===== src/rtl/tdc_rdo_pkg.sv =====
package tdc_rdo_pkg;

    localparam int WORD_W = 32;

    typedef enum logic [7:0] {
        ST_IDLE   = 8'h01,
        ST_WIN    = 8'h02,
        ST_HDR    = 8'h03,
        ST_PICK_A = 8'h04,
        ST_PICK_B = 8'h05,
        ST_MASK   = 8'h06,
        ST_RD_A   = 8'h07,
        ST_RD_B   = 8'h08,
        ST_RD_C   = 8'h09,
        ST_VAL_A  = 8'h0A,
        ST_VAL_B  = 8'h0B,
        ST_VAL_C  = 8'h0C,
        ST_STAT   = 8'h0D,
        ST_REL_A  = 8'h0E,
        ST_REL_B  = 8'h0F
    } rdo_state_e;

    typedef enum logic [1:0] {
        VK_NONE     = 2'd0,
        VK_TIMING   = 2'd1,
        VK_NOTIMING = 2'd2,
        VK_INVALID  = 2'd3
    } val_kind_e;

    localparam logic [2:0] HDR_TAG   = 3'b001;
    localparam logic [2:0] STAT_TAG  = 3'b011;
    localparam logic [3:0] STAT_TYPE = 4'hE;
    localparam logic [1:0] STAT_LAST = 2'd2;

endpackage


===== src/rtl/tdc_rdo_chan_pick.sv =====
module tdc_rdo_chan_pick #(
    parameter int NUM_CH = 8,
    parameter int SEL_W  = 3
) (
    input  logic [NUM_CH-1:0] mask_i,
    output logic [SEL_W-1:0]  idx_o,
    output logic              any_o
);

    always_comb begin
        idx_o = '0;
        for (int i = NUM_CH - 1; i >= 0; i--) begin
            if (mask_i[i]) begin
                idx_o = SEL_W'(i);
            end
        end
        any_o = |mask_i;
    end

endmodule


===== src/rtl/tdc_rdo_evcnt.sv =====
module tdc_rdo_evcnt #(
    parameter int W = 24
) (
    input  logic         clk,
    input  logic         rst_n,
    input  logic         inc_i,
    output logic [W-1:0] cnt_o
);

    logic [W-1:0] cnt_d, cnt_q;

    always_comb begin
        cnt_d = cnt_q;
        if (inc_i && (cnt_q != {W{1'b1}})) begin
            cnt_d = cnt_q + 1'b1;
        end
    end

    always_ff @(posedge clk) begin
        if (!rst_n) begin
            cnt_q <= '0;
        end else begin
            cnt_q <= cnt_d;
        end
    end

    assign cnt_o = cnt_q;

endmodule


===== src/rtl/tdc_rdo_ctrl.sv =====
module tdc_rdo_ctrl
    import tdc_rdo_pkg::*;
#(
    parameter int NUM_CH = 8,
    parameter int WIN_W  = 11,
    parameter int CNT_W  = 24
) (
    input  logic                     clk,
    input  logic                     rst_n,
    input  logic                     cfg_trig_mode_i,
    input  logic                     cfg_debug_i,
    input  logic [WIN_W-1:0]         cfg_window_i,
    input  logic                     trg_timing_i,
    input  logic                     trg_notiming_i,
    input  logic [7:0]               trg_code_i,
    input  logic                     val_timing_i,
    input  logic                     val_notiming_i,
    input  logic                     val_invalid_i,
    input  logic [3:0]               val_type_i,
    input  logic [NUM_CH-1:0]        ch_has_data_i,
    input  logic [NUM_CH-1:0]        ch_empty_i,
    input  logic [NUM_CH*WORD_W-1:0] ch_data_i,
    output logic [NUM_CH-1:0]        ch_rd_o,
    output logic                     out_wr_o,
    output logic [WORD_W-1:0]        out_data_o,
    output logic                     trg_release_o,
    output logic [7:0]               dbg_state_o,
    output logic [CNT_W-1:0]         cnt_multi_o,
    output logic [CNT_W-1:0]         cnt_spurious_o,
    output logic [CNT_W-1:0]         cnt_wrong_o
);

    localparam int SEL_W  = (NUM_CH > 1) ? $clog2(NUM_CH) : 1;
    localparam int NUM_EV = 3;
    localparam int EV_MULTI = 0;
    localparam int EV_SPUR  = 1;
    localparam int EV_WRONG = 2;

    typedef struct packed {
        rdo_state_e        state;
        logic [WIN_W-1:0]  win;
        logic [NUM_CH-1:0] mask;
        logic [SEL_W-1:0]  sel;
        logic [7:0]        code;
        logic [3:0]        vtype;
        logic              by_timing;
        val_kind_e         vkind;
        logic [1:0]        sidx;
    } regs_t;

    regs_t d, q;

    logic [WORD_W-1:0] ch_word [NUM_CH];
    logic [SEL_W-1:0]  pick_idx;
    logic              pick_any;
    logic [NUM_EV-1:0] ev_inc;
    logic [CNT_W-1:0]  ev_cnt [NUM_EV];
    logic [CNT_W-1:0]  stat_val;

    for (genvar g = 0; g < NUM_CH; g++) begin : g_word
        assign ch_word[g] = ch_data_i[g*WORD_W +: WORD_W];
    end

    tdc_rdo_chan_pick #(
        .NUM_CH (NUM_CH),
        .SEL_W  (SEL_W)
    ) u_pick (
        .mask_i (q.mask),
        .idx_o  (pick_idx),
        .any_o  (pick_any)
    );

    for (genvar g = 0; g < NUM_EV; g++) begin : g_evcnt
        tdc_rdo_evcnt #(
            .W (CNT_W)
        ) u_cnt (
            .clk   (clk),
            .rst_n (rst_n),
            .inc_i (ev_inc[g]),
            .cnt_o (ev_cnt[g])
        );
    end

    always_comb begin
        case (q.sidx)
            2'd0:    stat_val = ev_cnt[EV_MULTI];
            2'd1:    stat_val = ev_cnt[EV_SPUR];
            default: stat_val = ev_cnt[EV_WRONG];
        endcase
    end

    always_comb begin
        d             = q;
        ch_rd_o       = '0;
        out_wr_o      = 1'b0;
        out_data_o    = '0;
        trg_release_o = 1'b0;
        ev_inc        = '0;

        if (q.state != ST_IDLE) begin
            ev_inc[EV_MULTI] = trg_timing_i | trg_notiming_i;
        end

        case (q.state)
            ST_IDLE: begin
                if (trg_timing_i || trg_notiming_i) begin
                    d.by_timing = trg_timing_i;
                    d.code      = trg_code_i;
                    d.win       = cfg_window_i;
                    d.vkind     = VK_NONE;
                    d.state     = cfg_trig_mode_i ? ST_WIN : ST_HDR;
                end
            end
            ST_WIN: begin
                if (q.win == '0) begin
                    d.state = ST_HDR;
                end else begin
                    d.win = q.win - 1'b1;
                end
            end
            ST_HDR: begin
                out_wr_o   = 1'b1;
                out_data_o = {HDR_TAG, 21'd0, q.code};
                d.mask     = ch_has_data_i;
                d.state    = ST_PICK_A;
            end
            ST_PICK_A: begin
                d.sel   = pick_idx;
                d.state = ST_PICK_B;
            end
            ST_PICK_B: begin
                d.state = ST_MASK;
            end
            ST_MASK: begin
                d.state = pick_any ? ST_RD_A : ST_VAL_A;
            end
            ST_RD_A: begin
                ch_rd_o[q.sel] = 1'b1;
                d.state        = ST_RD_B;
            end
            ST_RD_B: begin
                d.state = ST_RD_C;
            end
            ST_RD_C: begin
                out_wr_o   = 1'b1;
                out_data_o = ch_word[q.sel];
                if (ch_empty_i[q.sel]) begin
                    d.mask[q.sel] = 1'b0;
                    d.state       = ST_PICK_A;
                end else begin
                    d.state = ST_RD_A;
                end
            end
            ST_VAL_A: begin
                d.vtype = val_type_i;
                if (val_timing_i) begin
                    d.vkind = VK_TIMING;
                    d.state = ST_VAL_B;
                end else if (val_notiming_i) begin
                    d.vkind = VK_NOTIMING;
                    d.state = ST_VAL_B;
                end else if (val_invalid_i) begin
                    d.vkind = VK_INVALID;
                    d.state = ST_VAL_B;
                end else begin
                    d.vtype = q.vtype;
                end
            end
            ST_VAL_B: begin
                ev_inc[EV_SPUR]  = (q.vkind == VK_TIMING) && !q.by_timing;
                ev_inc[EV_WRONG] = (q.vkind != VK_TIMING) && q.by_timing;
                d.state          = ST_VAL_C;
            end
            ST_VAL_C: begin
                d.sidx = '0;
                if ((q.vtype == STAT_TYPE) || cfg_debug_i) begin
                    d.state = ST_STAT;
                end else begin
                    d.state = ST_REL_A;
                end
            end
            ST_STAT: begin
                out_wr_o   = 1'b1;
                out_data_o = {STAT_TAG, 3'd0, q.sidx, 24'(stat_val)};
                if (q.sidx == STAT_LAST) begin
                    d.state = ST_REL_A;
                end else begin
                    d.sidx = q.sidx + 1'b1;
                end
            end
            ST_REL_A: begin
                trg_release_o = 1'b1;
                d.state       = ST_REL_B;
            end
            ST_REL_B: begin
                d.state = ST_IDLE;
            end
            default: begin
                d.state = ST_IDLE;
            end
        endcase
    end

    always_ff @(posedge clk) begin
        if (!rst_n) begin
            q.state     <= ST_IDLE;
            q.win       <= '0;
            q.mask      <= '0;
            q.sel       <= '0;
            q.code      <= '0;
            q.vtype     <= '0;
            q.by_timing <= 1'b0;
            q.vkind     <= VK_NONE;
            q.sidx      <= '0;
        end else begin
            q <= d;
        end
    end

    assign dbg_state_o    = q.state;
    assign cnt_multi_o    = ev_cnt[EV_MULTI];
    assign cnt_spurious_o = ev_cnt[EV_SPUR];
    assign cnt_wrong_o    = ev_cnt[EV_WRONG];

endmodule


===== config.mk =====
export PLATFORM = sky130hd
export DESIGN_NAME = tdc_rdo_ctrl
export DESIGN_NICKNAME = d
export VERILOG_FILES = /design/src/rtl/tdc_rdo_pkg.sv /design/src/rtl/tdc_rdo_chan_pick.sv /design/src/rtl/tdc_rdo_evcnt.sv /design/src/rtl/tdc_rdo_ctrl.sv
export SDC_FILE = /design/constraint.sdc
export NUM_CORES = 1
export LEC_CHECK = 0
export ABC_AREA = 1
export BUFFER_PORTS_ARGS = -buffer_cell sky130_fd_sc_hd__buf_2
export CAP_MARGIN = 5
export CORE_ASPECT_RATIO = 1.25
export CORE_UTILIZATION = 30
export DETAILED_ROUTE_END_ITERATION = 10
export SETUP_SLACK_MARGIN = 0.05
export SYNTH_ARGS = -nofsm -noshare
export SYNTH_HDL_FRONTEND = slang
export SYNTH_HIERARCHICAL = 1
export SYNTH_SLANG_ARGS = --single-unit

===== constraint.sdc =====
create_clock -name clk -period 1.7 [get_ports clk]
set_input_delay 0.085 -clock clk [delete_from_list [all_inputs] [get_ports clk]]
set_output_delay 0.085 -clock clk [all_outputs]
set_load 0.02 [all_outputs]

==> impl_metrics.py <==
metrics = {
    "global_routing": {
        "grt_pass1_wl_um": 76600,
        "grt_max_degree": 38,
        "grt_pass1_vias": 13800,
        "grt.overflow.total": 0,
        "antenna_found_initial": 4,
        "grt_use_total_pct": 30.5,
    },
    "worst_setup_path": {
        "cpLargestDelayFamily": "buffers and inverters",
        "worstPathArrival_ps": 2170,
        "r2r_cells": 15,
        "cp-end-kind": "output port",
        "path_max_fanout": 16,
        "path_cells": "nand2_2 > nor2_4 > buf_12 > buf_12 > a22oi_2 > nand3_1 > o21ai_1 > buf_4 > nand2_1 > buf_2",
        "critPathKind": "flop to output port",
        "regToRegSetupSlack_ps": -320,
        "crit_top_cell": "buf_12",
        "crit_path_start_kind": "flop",
        "path_depth": 10,
        "cp_data_required_time_ps": 1620,
        "slowest_delay_ps": 360,
        "worst-path-buf-inv": 4,
        "slowest_stage": "dfxtp_4",
    },
    "routing": {
        "first_pass_iters": 6,
        "ant_nets": 0,
        "vias": 14400,
        "postRouteWirelength_um": 53500,
        "via_per_inst": 5.17,
        "drt-initial-drc-count": 1076,
        "drcViolationCount": 0,
        "wl_per_cell_um": 19.2,
    },
    "sta": {
        "setup_viol": 96,
        "fmax_mhz": 443,
        "post-route-period-util_pct": 133,
        "maxSlewViolCount": 0,
        "setup_tns_ps": -22750,
        "finalClockSkew_ps": 14.8,
        "fin_crit_ps": 2260,
        "rsz0062_at_grt": "true",
        "hold_viol": 0,
        "setup_ws_ps": -555,
    },
    "clock_tree": {
        "cts_tree": "yes",
        "clock_path_buffers": 2,
        "cts_sinks": 115,
        "clock_latency_ps": 430,
        "htree_levels": 4,
        "clk_pin_slew_ps": 60,
        "cts-root-buf": "clkbuf_16",
        "cts_buffers": 17,
    },
    "yosys": {
        "syn_avg_cell_area_um2": 5.68,
        "synthCells": 1719,
        "syn_area_um2": 9770,
        "synth-seq-cells": 115,
        "yosys.cell_types.count": 38,
        "yosysWarningCount": 6,
        "synth_seq_area_share_pct": 23.6,
    },
    "final_layout": {
        "final_nets": 2667,
        "drive_gt1_share_pct": 46.8,
        "area_delta_synth_final_pct": 74.1,
        "final_cell_mix": "500 x nand2_1, 384 x buf_2, 173 x nor2_1, 172 x buf_4, 128 x nand3_1",
        "final_common_cell": "nand2_1",
        "fin_util_pct": 53.2,
    },
    "pwr": {
        "intPower_w": 0.00827,
        "p_per_area_nw_per_um2": 822,
        "total_power_w": 0.0140,
        "seq_power_share_pct": 23.9,
        "pwr-share-comb_pct": 50.0,
        "switching_share_pct": 40.9,
        "leakage_nw": 7.98,
        "clkPwrFrac_pct": 26.2,
        "p_sw_w": 0.00571,
        "ir_drop_uv": 622,
    },
    "placed_design": {
        "gp_congestion": 1.07,
        "pre_cts_ws_ps": -277,
        "io_buffer_count": 421,
        "dp_hpwl_um": 40700,
    },
    "die": {
        "core-area_um2": 32000,
        "rows": 73,
        "die_x_um": 163,
        "design.portCount": 426,
        "start_util_pct": 30.6,
        "die_area_um2": 33300,
        "die_y_um": 204,
    },
    "job": {
        "drv_cap": 0,
    },
    "run_status": {
        "status": "complete, but fails checks",
        "violations": "negative setup slack",
    },
    "min_path": {
        "whs_path_depth": 5,
        "hold_class": "input pin to flop",
    },
}
[metrics by stage]
step                      hold WS [ps]  cells  cell area, um^2
after floorplan                    220   1722             9820
after global placement             319   2669            13600
after detailed placement           328   2669            13600
after CTS                        0.332   2743            15400
after global routing              22.0   2780            17000
final                             14.9   2781            17000
[kinds of logic after synthesis]
group / share of synthesized area [%]
and+or+nand+nor: 51.7
buffers and inverters: 10.8
AOI/OAI and AO/OA: 12.3
DFF: 23.6
adders and majority gates: 1.02
xor gates and xnor gates: 0.538
other: 0.0384
[worst reg2reg max path, stage by stage (launching register included)]
cell and delay (ps):
dfxtp_2 340, inv_2 50, nor2_4 110, inv_2 50
buf_6 110, nor2_4 90, inv_2 60, nor4_4 210
buf_4 190, buf_6 110, buf_12 130, nand2_8 70
nor3_4 220, nand3_2 70, nand2_1 70, nor2_1 40
[synth_stat cells]
library cell	instances	area share, %
a31oi_1	15	0.96
buf_1	3	0.12
inv_2	20	0.77
a211oi_1	3	0.23
nand3_2	6	0.61
nand3_1	188	9.6
o21ai_1	1	0.051
nand2_1	580	22
buf_2	26	1.3
nor2_1	235	9.0
nor3_1	8	0.41
nand2_4	6	0.69
buf_6	10	1.2
nor2_4	15	1.7
conb_1	1	0.038
nor3_2	1	0.10
nand3_4	3	0.54
nand2_2	20	1.3
dfxtp_1	115	24
nor2_2	13	0.83
nor4_1	1	0.064
o21ai_0	55	2.8
nand4_1	51	3.3
o21ai_4	1	0.17
xor2_1	6	0.54
inv_1	135	5.2
buf_4	15	1.2
a21oi_1	100	5.1
o21a_1	2	0.15
or2_2	2	0.13
a21o_1	5	0.38
nand3b_1	5	0.38
clkbuf_1	28	1.1
o2111ai_1	2	0.18
ha_1	8	1.0
or2_1	2	0.13
nor2_8	3	0.61
a22oi_1	29	2.2
[state kept, by name (all words and copies together) (netlist names)]
name and count:
g_evcnt.u_cnt/cnt_o 72, q 39, dbg_state_o 4
[routing by layer]
metal	GRT usage [%]	share of wire [%]	vias up
li1	-	-	6850
met1	34.6	38	6672
met2	51.9	48	716
met3	7.46	8.5	149
met4	16.9	5.3	4
met5	0	0.049	-
[final timing paths]
| kind | start | to |
|---|---|---|
| setup / recovery | q[19] | out_data_o[3] |
| hold reg to reg | q[5] | q[5] |
| setup reg to reg | dbg_state_o[3] | g_evcnt[1].u_cnt/cnt_o[21] |
| hold / removal | cfg_window_i[7] | q[35] |
[power groups by stage]
stage | Combinational, W | Sequential (W) | Clock (W)
2_1_floorplan | 0.00301 | 0.00334 | 0
3_3_place_gp | 0.00530 | 0.00333 | 0
3_5_place_dp | 0.00531 | 0.00334 | 0
4_1_cts | 0.00593 | 0.00330 | 0.00373
5_1_grt | 0.00756 | 0.00339 | 0.00384
6_report | 0.00698 | 0.00334 | 0.00366
[layout make-up]
type / count / area, um^2
diodes: 1 / 2.50
clock buffers: 22 / 464
clock inverters: 10 / 124
fillers: 3135 / 15000
inverters: 155 / 612
multi-input cells: 1373 / 7880
flip-flops and latches: 115 / 2330
well taps: 412 / 515
repair buffers: 693 / 5080
[what timing repair did]
action | in CTS | in global routing
cloned | 5 | 8
hold endpoints to repair | 16 | 0
hold buffers | 16 | 0
resized for setup | 231 | 325
buffers inserted | 22 | 33
setup endpoints to repair | 108 | 137
pin swaps | 62 | 141
No activity file was read; power rests on OpenSTA's default activity.
